==> src/rtl/arx_pkg.sv <==
package arx_pkg;

  typedef enum logic [2:0] {
    SEL_TOKEN,
    SEL_DEST,
    SEL_SRC,
    SEL_OFFS,
    SEL_DATA
  } wordSel_t;

  typedef struct packed {
    logic     capture;
    logic     push;
    wordSel_t sel;
  } strobes_t;

  function automatic logic isBlockFmt(input logic [3:0] tc);
    return tc inside {4'd1, 4'd5, 4'd7, 4'd9, 4'd11};
  endfunction

  function automatic logic carriesData(input logic [3:0] tc);
    return tc inside {4'd0, 4'd1, 4'd6, 4'd7, 4'd9, 4'd11};
  endfunction

  function automatic logic isKnown(input logic [3:0] tc);
    return tc inside {4'd0, 4'd1, 4'd2, 4'd4, 4'd5, 4'd6, 4'd7, 4'd9, 4'd11};
  endfunction

  function automatic logic isRequest(input logic [3:0] tc);
    return tc inside {4'd0, 4'd1, 4'd4, 4'd5, 4'd9};
  endfunction

endpackage

==> src/rtl/arx_ctrl.sv <==
module arx_ctrl
  import arx_pkg::*;
#(
  parameter int DEPTH = 64,
  parameter int LEN_W = 8,
  localparam int CNT_W = $clog2(DEPTH + 1),
  localparam int NEED_W = LEN_W + 1
) (
  input  logic             clk,
  input  logic             rstN,
  input  logic             hdrValid,
  input  logic [3:0]       hdrTCode,
  input  logic [LEN_W-1:0] hdrLen,
  input  logic             hdrForAgent,
  input  logic             payValid,
  input  logic             ovfClr,
  input  logic [CNT_W-1:0] freeWords,
  output logic             hdrReady,
  output logic             payReady,
  output logic             ovfFlag,
  output strobes_t         ctl
);

  typedef enum logic [2:0] {
    ST_IDLE, ST_TOKEN, ST_DEST, ST_SRC, ST_OFFS, ST_DATA, ST_SKIP
  } state_t;

  state_t           state;
  logic [LEN_W-1:0] remain;
  logic             blkR;

  logic             blk;
  logic [LEN_W-1:0] dataWords;
  logic [NEED_W:0]  need;
  logic             reject;
  logic             noRoom;
  logic             accept;

  always_comb begin
    blk       = isBlockFmt(hdrTCode);
    dataWords = carriesData(hdrTCode) ? (blk ? hdrLen : LEN_W'(1)) : '0;
    need      = (blk ? (NEED_W+1)'(4) : (NEED_W+1)'(3)) + (NEED_W+1)'(dataWords);
    // filtering precedes the space check
    reject    = !isKnown(hdrTCode) || (isRequest(hdrTCode) && hdrForAgent);
    noRoom    = 32'(need) > 32'(freeWords);
    accept    = hdrValid && hdrReady;
  end

  assign hdrReady = (state == ST_IDLE);
  assign payReady = (state == ST_DATA) || (state == ST_SKIP);

  always_comb begin
    ctl.capture = accept && !reject && !noRoom;
    ctl.push    = 1'b0;
    ctl.sel     = SEL_TOKEN;
    unique case (state)
      ST_TOKEN: begin ctl.push = 1'b1; ctl.sel = SEL_TOKEN; end
      ST_DEST:  begin ctl.push = 1'b1; ctl.sel = SEL_DEST;  end
      ST_SRC:   begin ctl.push = 1'b1; ctl.sel = SEL_SRC;   end
      ST_OFFS:  begin ctl.push = 1'b1; ctl.sel = SEL_OFFS;  end
      ST_DATA:  begin ctl.push = payValid; ctl.sel = SEL_DATA; end
      default:  ;
    endcase
  end

  always_ff @(posedge clk) begin
    if (!rstN) begin
      state   <= ST_IDLE;
      remain  <= '0;
      blkR    <= 1'b0;
      ovfFlag <= 1'b0;
    end else begin
      if (ovfClr) ovfFlag <= 1'b0;
      unique case (state)
        ST_IDLE: if (accept) begin
          remain <= dataWords;
          blkR   <= blk;
          if (reject || noRoom) begin
            if (!reject) ovfFlag <= 1'b1;  // set wins over clear
            if (dataWords != '0) state <= ST_SKIP;
          end else begin
            state <= ST_TOKEN;
          end
        end
        ST_TOKEN: state <= ST_DEST;
        ST_DEST:  state <= ST_SRC;
        ST_SRC:   state <= blkR ? ST_OFFS : ((remain != '0) ? ST_DATA : ST_IDLE);
        ST_OFFS:  state <= (remain != '0) ? ST_DATA : ST_IDLE;
        ST_DATA, ST_SKIP: if (payValid) begin
          remain <= remain - LEN_W'(1);
          if (remain == LEN_W'(1)) state <= ST_IDLE;
        end
        default: state <= ST_IDLE;
      endcase
    end
  end

endmodule

==> src/rtl/arx_dpath.sv <==
module arx_dpath
  import arx_pkg::*;
#(
  parameter int DEPTH = 64,
  localparam int AW = $clog2(DEPTH),
  localparam int CNT_W = $clog2(DEPTH + 1)
) (
  input  logic             clk,
  input  logic             rstN,
  input  strobes_t         ctl,
  input  logic [3:0]       hdrStat,
  input  logic [2:0]       hdrSpd,
  input  logic [3:0]       hdrAck,
  input  logic [15:0]      hdrDst,
  input  logic [15:0]      hdrSrc,
  input  logic [5:0]       hdrTLabel,
  input  logic [1:0]       hdrRt,
  input  logic [3:0]       hdrTCode,
  input  logic [3:0]       hdrPri,
  input  logic [3:0]       hdrRCode,
  input  logic [47:0]      hdrOffset,
  input  logic [31:0]      payData,
  input  logic             hostRd,
  output logic [31:0]      hostData,
  output logic             fifoEmpty,
  output logic [CNT_W-1:0] freeWords
);

  logic [3:0]  statR, tcR, priR, rcR, ackR;
  logic [2:0]  spdR;
  logic [15:0] dstR, srcR;
  logic [5:0]  tlR;
  logic [1:0]  rtR;
  logic [47:0] offR;
  logic [31:0] word;

  logic [31:0]      mem [DEPTH];
  logic [AW-1:0]    wrPtr, rdPtr;
  logic [CNT_W-1:0] count;
  logic             pop;

  always_ff @(posedge clk) begin
    if (ctl.capture) begin
      statR <= hdrStat; spdR <= hdrSpd; ackR <= hdrAck;
      dstR  <= hdrDst;  srcR <= hdrSrc; tlR  <= hdrTLabel;
      rtR   <= hdrRt;   tcR  <= hdrTCode; priR <= hdrPri;
      rcR   <= hdrRCode; offR <= hdrOffset;
    end
  end

  always_comb begin
    unique case (ctl.sel)
      SEL_TOKEN: word = {statR, 9'h0, spdR, 12'h0, ackR};
      SEL_DEST:  word = {dstR, tlR, rtR, tcR, priR};
      SEL_SRC:   word = isBlockFmt(tcR) ? {srcR, offR[47:32]}
                                        : {srcR, rcR, 12'h0};
      SEL_OFFS:  word = offR[31:0];
      default:   word = payData;
    endcase
  end

  assign pop       = hostRd && (count != '0);
  assign fifoEmpty = (count == '0);
  assign freeWords = CNT_W'(DEPTH) - count;
  assign hostData  = mem[rdPtr];

  always_ff @(posedge clk) begin
    if (ctl.push) mem[wrPtr] <= word;
  end

  always_ff @(posedge clk) begin
    if (!rstN) begin
      wrPtr <= '0;
      rdPtr <= '0;
      count <= '0;
    end else begin
      if (ctl.push) wrPtr <= wrPtr + AW'(1);
      if (pop)      rdPtr <= rdPtr + AW'(1);
      unique case ({ctl.push, pop})
        2'b10:   count <= count + CNT_W'(1);
        2'b01:   count <= count - CNT_W'(1);
        default: ;
      endcase
    end
  end

endmodule

==> src/rtl/arx_formatter.sv <==
module arx_formatter
  import arx_pkg::*;
#(
  parameter int DEPTH = 64,
  parameter int LEN_W = 8
) (
  input  logic             clk,
  input  logic             rstN,
  input  logic             hdrValid,
  output logic             hdrReady,
  input  logic [3:0]       hdrStat,
  input  logic [2:0]       hdrSpd,
  input  logic [3:0]       hdrAck,
  input  logic [15:0]      hdrDst,
  input  logic [15:0]      hdrSrc,
  input  logic [5:0]       hdrTLabel,
  input  logic [1:0]       hdrRt,
  input  logic [3:0]       hdrTCode,
  input  logic [3:0]       hdrPri,
  input  logic [3:0]       hdrRCode,
  input  logic [47:0]      hdrOffset,
  input  logic [LEN_W-1:0] hdrLen,
  input  logic             hdrForAgent,
  input  logic             payValid,
  input  logic [31:0]      payData,
  output logic             payReady,
  input  logic             hostRd,
  output logic [31:0]      hostData,
  output logic             fifoEmpty,
  output logic             ovfFlag,
  input  logic             ovfClr
);

  localparam int CNT_W = $clog2(DEPTH + 1);

  strobes_t         ctl;
  logic [CNT_W-1:0] freeWords;

  arx_ctrl #(.DEPTH(DEPTH), .LEN_W(LEN_W)) iCtrl (
    .clk(clk), .rstN(rstN), .hdrValid(hdrValid), .hdrTCode(hdrTCode),
    .hdrLen(hdrLen), .hdrForAgent(hdrForAgent), .payValid(payValid),
    .ovfClr(ovfClr), .freeWords(freeWords), .hdrReady(hdrReady),
    .payReady(payReady), .ovfFlag(ovfFlag), .ctl(ctl)
  );

  arx_dpath #(.DEPTH(DEPTH)) iDpath (
    .clk(clk), .rstN(rstN), .ctl(ctl), .hdrStat(hdrStat), .hdrSpd(hdrSpd),
    .hdrAck(hdrAck), .hdrDst(hdrDst), .hdrSrc(hdrSrc), .hdrTLabel(hdrTLabel),
    .hdrRt(hdrRt), .hdrTCode(hdrTCode), .hdrPri(hdrPri), .hdrRCode(hdrRCode),
    .hdrOffset(hdrOffset), .payData(payData), .hostRd(hostRd),
    .hostData(hostData), .fifoEmpty(fifoEmpty), .freeWords(freeWords)
  );

endmodule

==> config.mk <==
export PLATFORM = sky130hd
export DESIGN_NAME = arx_formatter
export DESIGN_NICKNAME = d
export VERILOG_FILES = /design/src/rtl/arx_pkg.sv /design/src/rtl/arx_ctrl.sv /design/src/rtl/arx_dpath.sv /design/src/rtl/arx_formatter.sv
export SDC_FILE = /design/constraint.sdc
export NUM_CORES = 2
export LEC_CHECK = 0
export BUFFER_PORTS_ARGS = -buffer_cell sky130_fd_sc_hd__buf_2
export CORE_MARGIN = 5
export CORE_UTILIZATION = 62
export DETAILED_ROUTE_END_ITERATION = 7
export GPL_TIMING_DRIVEN = 1
export HOLD_SLACK_MARGIN = 0.08
export PLACE_DENSITY = 0.76
export SYNTH_ARGS = -nofsm -noshare
export SYNTH_HDL_FRONTEND = slang
export SYNTH_HIERARCHICAL = 1
export SYNTH_SLANG_ARGS = --single-unit
==> constraint.sdc <==
create_clock -name clk -period 6.7 [get_ports clk]
set_input_delay 0.67 -clock clk [delete_from_list [all_inputs] [get_ports clk]]
set_output_delay 0.67 -clock clk [all_outputs]
set_load 0.01 [all_outputs]
==> impl_results.md <==
- Result of the run: finished, final reports clean
- Total standard cell area after synthesis: 0.0850 mm2
- Number of cell rows: 135
- Max-Slew Margin vs Limit: 0.114
- Critical path buffer and inverter count: 2
- Worst reg2reg startpoint: iCtrl/state[0]$_SDFFE_PN0P_
- Slowest cell on the critical path: sky130_fd_sc_hd__a211oi_1
- Insertion delay of the later-clocked pin in the worst-skew pair: 0.85 ns
- Final period util: 0.801
- CP max FO: 67
- Number of clock buffers inserted by TritonCTS: 207
- First DRT Iteration DRCs: 6,928
- Core Area: 0.136 mm2
- Post-Synth Simple-Gate Area: 0.0267
- Number of synthesis warnings: 6
- Most frequent cells after synthesis: 2,159 x sky130_fd_sc_hd__edfxtp_1, 517 x sky130_fd_sc_hd__mux4_2, 112 x sky130_fd_sc_hd__clkbuf_1, 102 x sky130_fd_sc_hd__nor2_1, 95 x sky130_fd_sc_hd__nand2_1
- Post-CTS setup buffer count: 0
- Fraction of final layout cells sized beyond drive strength 1: 0.291
- Dominant combinational cell family by area after synthesis: multiplexers
- Max-cap viol count: 0
- Clk sinks: 2,197
- ANT nets after route: 0
- Number of nets produced by synthesis: 4,147
- Largest cells by area after synthesis: sky130_fd_sc_hd__edfxtp_1 76%, sky130_fd_sc_hd__mux4_2 14%, sky130_fd_sc_hd__dfxtp_1 0.89%
- Pre-CTS setup slack: 1.59 ns
- Synth Area in Adders: 0.00265
- Peak supply drop: 0.355 mV
- Synth area leader: sky130_fd_sc_hd__edfxtp_1
- Share of Yosys cell area claimed by the top area cell type: 0.763
- Number of library cell types mapped by synthesis: 77
- Minimum clock period: 5.37 ns
- Required arrival time at the worst endpoint: 6.03 ns
- Overall fraction of global-route tracks in use: 0.316
- Share of cell area taken by muxes after synthesis: 0.147
- Global-route wire length before repair: 326,000 um
- Final hold violations: 0
- Worst hold path type: input port to register
- Number of antenna violations at the first check in global routing: 19
- Power per Cell Area: 399 mW/mm2
- Final total power: 38.8 mW
- Number of instances in the placed design: 5,866
- Unrepaired setup endpoints after global routing: no
- Count of buffers from port buffering: 193
- Most common cell in the synthesized netlist: sky130_fd_sc_hd__edfxtp_1
- Aggregate negative setup slack: 0 ns
- Longest individual stage delay on the worst path: 0.93 ns
- Layout Cells excl Fill: 6,366
- Fin Clk Skew: 0.0341 ns
- Overall via count from detail_route: 44,840
- Final hold slack: 0.125 ns
- Category of the worst setup path launch point: register
- Area enclosed by the die boundary: 0.145 mm2
- Final core utilization: 0.715
- Clk slew on worst S/H paths: 0.06 ns
- Commonest register cell after synthesis: sky130_fd_sc_hd__edfxtp_1
- Post-synthesis register bit count: 2,197
- Top achievable clock speed: 186 MHz
- Routed wire length: 227,000 um
- Cell chosen for the clock root: sky130_fd_sc_hd__clkbuf_16
- Placed wire-length estimate after detailed placement: 120,000 um
- Share of the yosys chip area belonging to registers: 0.772
- Count of pins on the block boundary: 194
- Cells after Synth: 3,971
- Height of the die: 380 um
- Number of resized instances in the post-cts repair step: 0
- Setup slack after layout: 1.33 ns
- Area of all placed cells without fillers: 0.0971 mm2
- Synthesized-area fraction occupied by ao, oa, aoi and oai cells: 0.0349
- Largest net degree at the start of global routing: 113
- Proportion of synthesized flip-flops having asynchronous set or reset: 0
- CTS tree: yes
- Number of global-route vias before repair: 45,676
- Weighted congestion at the end of routability-driven global placement: 0.879
- Kind of critical path: register to primary output
- Worst path top cell family by delay: compound AO/OA/AOI/OAI gates
- Mean post-synth cell area: 21.4 um2
- Per-cell via count in the routed design: 7.04
- Endpoint type of the worst setup path: primary output
- Tightest Pin Transition: 1.32 ns
- Effective utilization at floorplan: 0.626
- Grt ovf: 0
- Clk buf depth: 3
- Drt first pass iters: 8
- Total DRC errors in the routed layout: 0
- Deepest level of the CTS H-tree: 4
- Sequence of cells on the critical path: buf_12 > mux4_2 > nor2b_1 > a211oi_1 > o22ai_1 > and3_1 > buf_2
- Number of enable flip-flop cells after synthesis: 2,159
- Startpoint of the tightest hold check path: ovfClr
- Die outline width: 380 um
- Placed Instance Area: 0.0892 mm2
- Area growth syn-to-layout: 14.3%
- # setup viols final: 0
- CTS hold repair buffers: 108
- Leakage: 30.5 nW
- Data arrival time of the worst path: 4.70 ns
- Max Transition Viols Final: 0
- Final net count: 4,578
- XOR/XNOR share of the synthesized area: 0.00227
- Routed wirelength normalized by instance count: 35.6 um
==> power breakdown <==
group	switching [mW]	internal, mW	total [mW]
Clock	5.05	6.71	11.8
Sequential	0.274	17.8	18.1
Combinational	5.67	3.23	8.90
==> registers in the layout, indices dropped and copies added (netlist names), 4 cells and up, named ones only <==
signal,flops
iCtrl/remain,8
iDpath/ackR,4
iDpath/count,7
iDpath/dstR,16
iDpath/mem,2048
iDpath/offR,48
iDpath/priR,4
iDpath/rcR,4
iDpath/rdPtr,6
iDpath/srcR,16
iDpath/statR,4
iDpath/tcR,4
iDpath/tlR,6
iDpath/wrPtr,6
==> worst register-to-register path, delay by kind of cell (launching register included) <==
family                 cells  cell delay [ns]
AND/OR/NAND/NOR            2             1.50
AO/OA/AOI/OAI              3             1.44
buffers and inverters      3             0.89
flip-flops                 1             0.64
==> per-layer routing <==
layer | GRT usage | vias up | wire (um) | part of all wire
li1 | - | 17620 | - | -
met1 | 0.425 | 23169 | 77100 | 0.34
met2 | 0.511 | 3446 | 111000 | 0.49
met3 | 0.0792 | 597 | 28400 | 0.13
met4 | 0.117 | 8 | 9770 | 0.043
met5 | 0 | - | 55 | 0.00024
==> cell families after synthesis <==
group                    after synthesis
AO/OA/AOI/OAI                        414
flip-flops                          2197
multiplexers                         597
buffers and inverters                274
XOR/XNOR                              22
adder cells (fa/ha/maj)               18
AND/OR/NAND/NOR                      449
==> area by class of cell <==
class                           instances  area, um2
Sequential cell                      2197      65600
Clock inverter                        130       1310
Multi-Input combinational cell       1500      19000
Timing Repair Buffer                  454       3330
Inverter                               42        158
Clock buffer                          252       5480
Antenna cell                           10       25.0
Tap cell                             1781       2230
Fill cell                            7602      38700
==> worst paths after layout <==
path,end,slack (ns),cells after the start
worst min register to register,iCtrl/ovfFlag$_SDFF_PN0_,0.50,2
worst max register to register,iDpath/mem[26][5]$_DFFE_PP_,2.04,8
worst max-delay path,hostData[16],1.33,7
worst min-delay path,iCtrl/ovfFlag$_SDFF_PN0_,0.13,3
==> placed cells by master, fill, tap and decap left out, types with 7 or more instances in the layout <==
master	instances
sky130_fd_sc_hd__edfxtp_1	2159
sky130_fd_sc_hd__mux4_2	517
sky130_fd_sc_hd__clkbuf_16	211
sky130_fd_sc_hd__buf_2	193
sky130_fd_sc_hd__buf_4	142
sky130_fd_sc_hd__dlygate4sd3_1	108
sky130_fd_sc_hd__nand2_1	94
sky130_fd_sc_hd__a22oi_1	75
sky130_fd_sc_hd__nand3_1	69
sky130_fd_sc_hd__nor2_4	66
sky130_fd_sc_hd__o221ai_1	48
sky130_fd_sc_hd__nor2b_1	48
sky130_fd_sc_hd__clkinv_1	45
sky130_fd_sc_hd__a21oi_1	45
sky130_fd_sc_hd__o22ai_1	45
sky130_fd_sc_hd__clkinv_2	40
sky130_fd_sc_hd__inv_1	40
sky130_fd_sc_hd__a221oi_1	40
sky130_fd_sc_hd__mux2i_1	39
sky130_fd_sc_hd__mux2_2	37
sky130_fd_sc_hd__clkbuf_1	36
sky130_fd_sc_hd__nor2_1	36
sky130_fd_sc_hd__a211oi_1	36
sky130_fd_sc_hd__dfxtp_1	33
sky130_fd_sc_hd__o21ai_0	30
sky130_fd_sc_hd__and3_1	26
sky130_fd_sc_hd__a21oi_4	25
sky130_fd_sc_hd__nand2b_1	24
sky130_fd_sc_hd__bufinv_16	23
sky130_fd_sc_hd__ha_1	18
sky130_fd_sc_hd__nor3_1	16
sky130_fd_sc_hd__xnor2_1	15
sky130_fd_sc_hd__and2_1	15
sky130_fd_sc_hd__a31oi_1	12
sky130_fd_sc_hd__buf_12	11
sky130_fd_sc_hd__diode_2	10
sky130_fd_sc_hd__nand4_1	10
sky130_fd_sc_hd__clkinvlp_4	7
sky130_fd_sc_hd__or2_2	7
sky130_fd_sc_hd__xor2_1	7
Power figures use the tool's default switching activity.
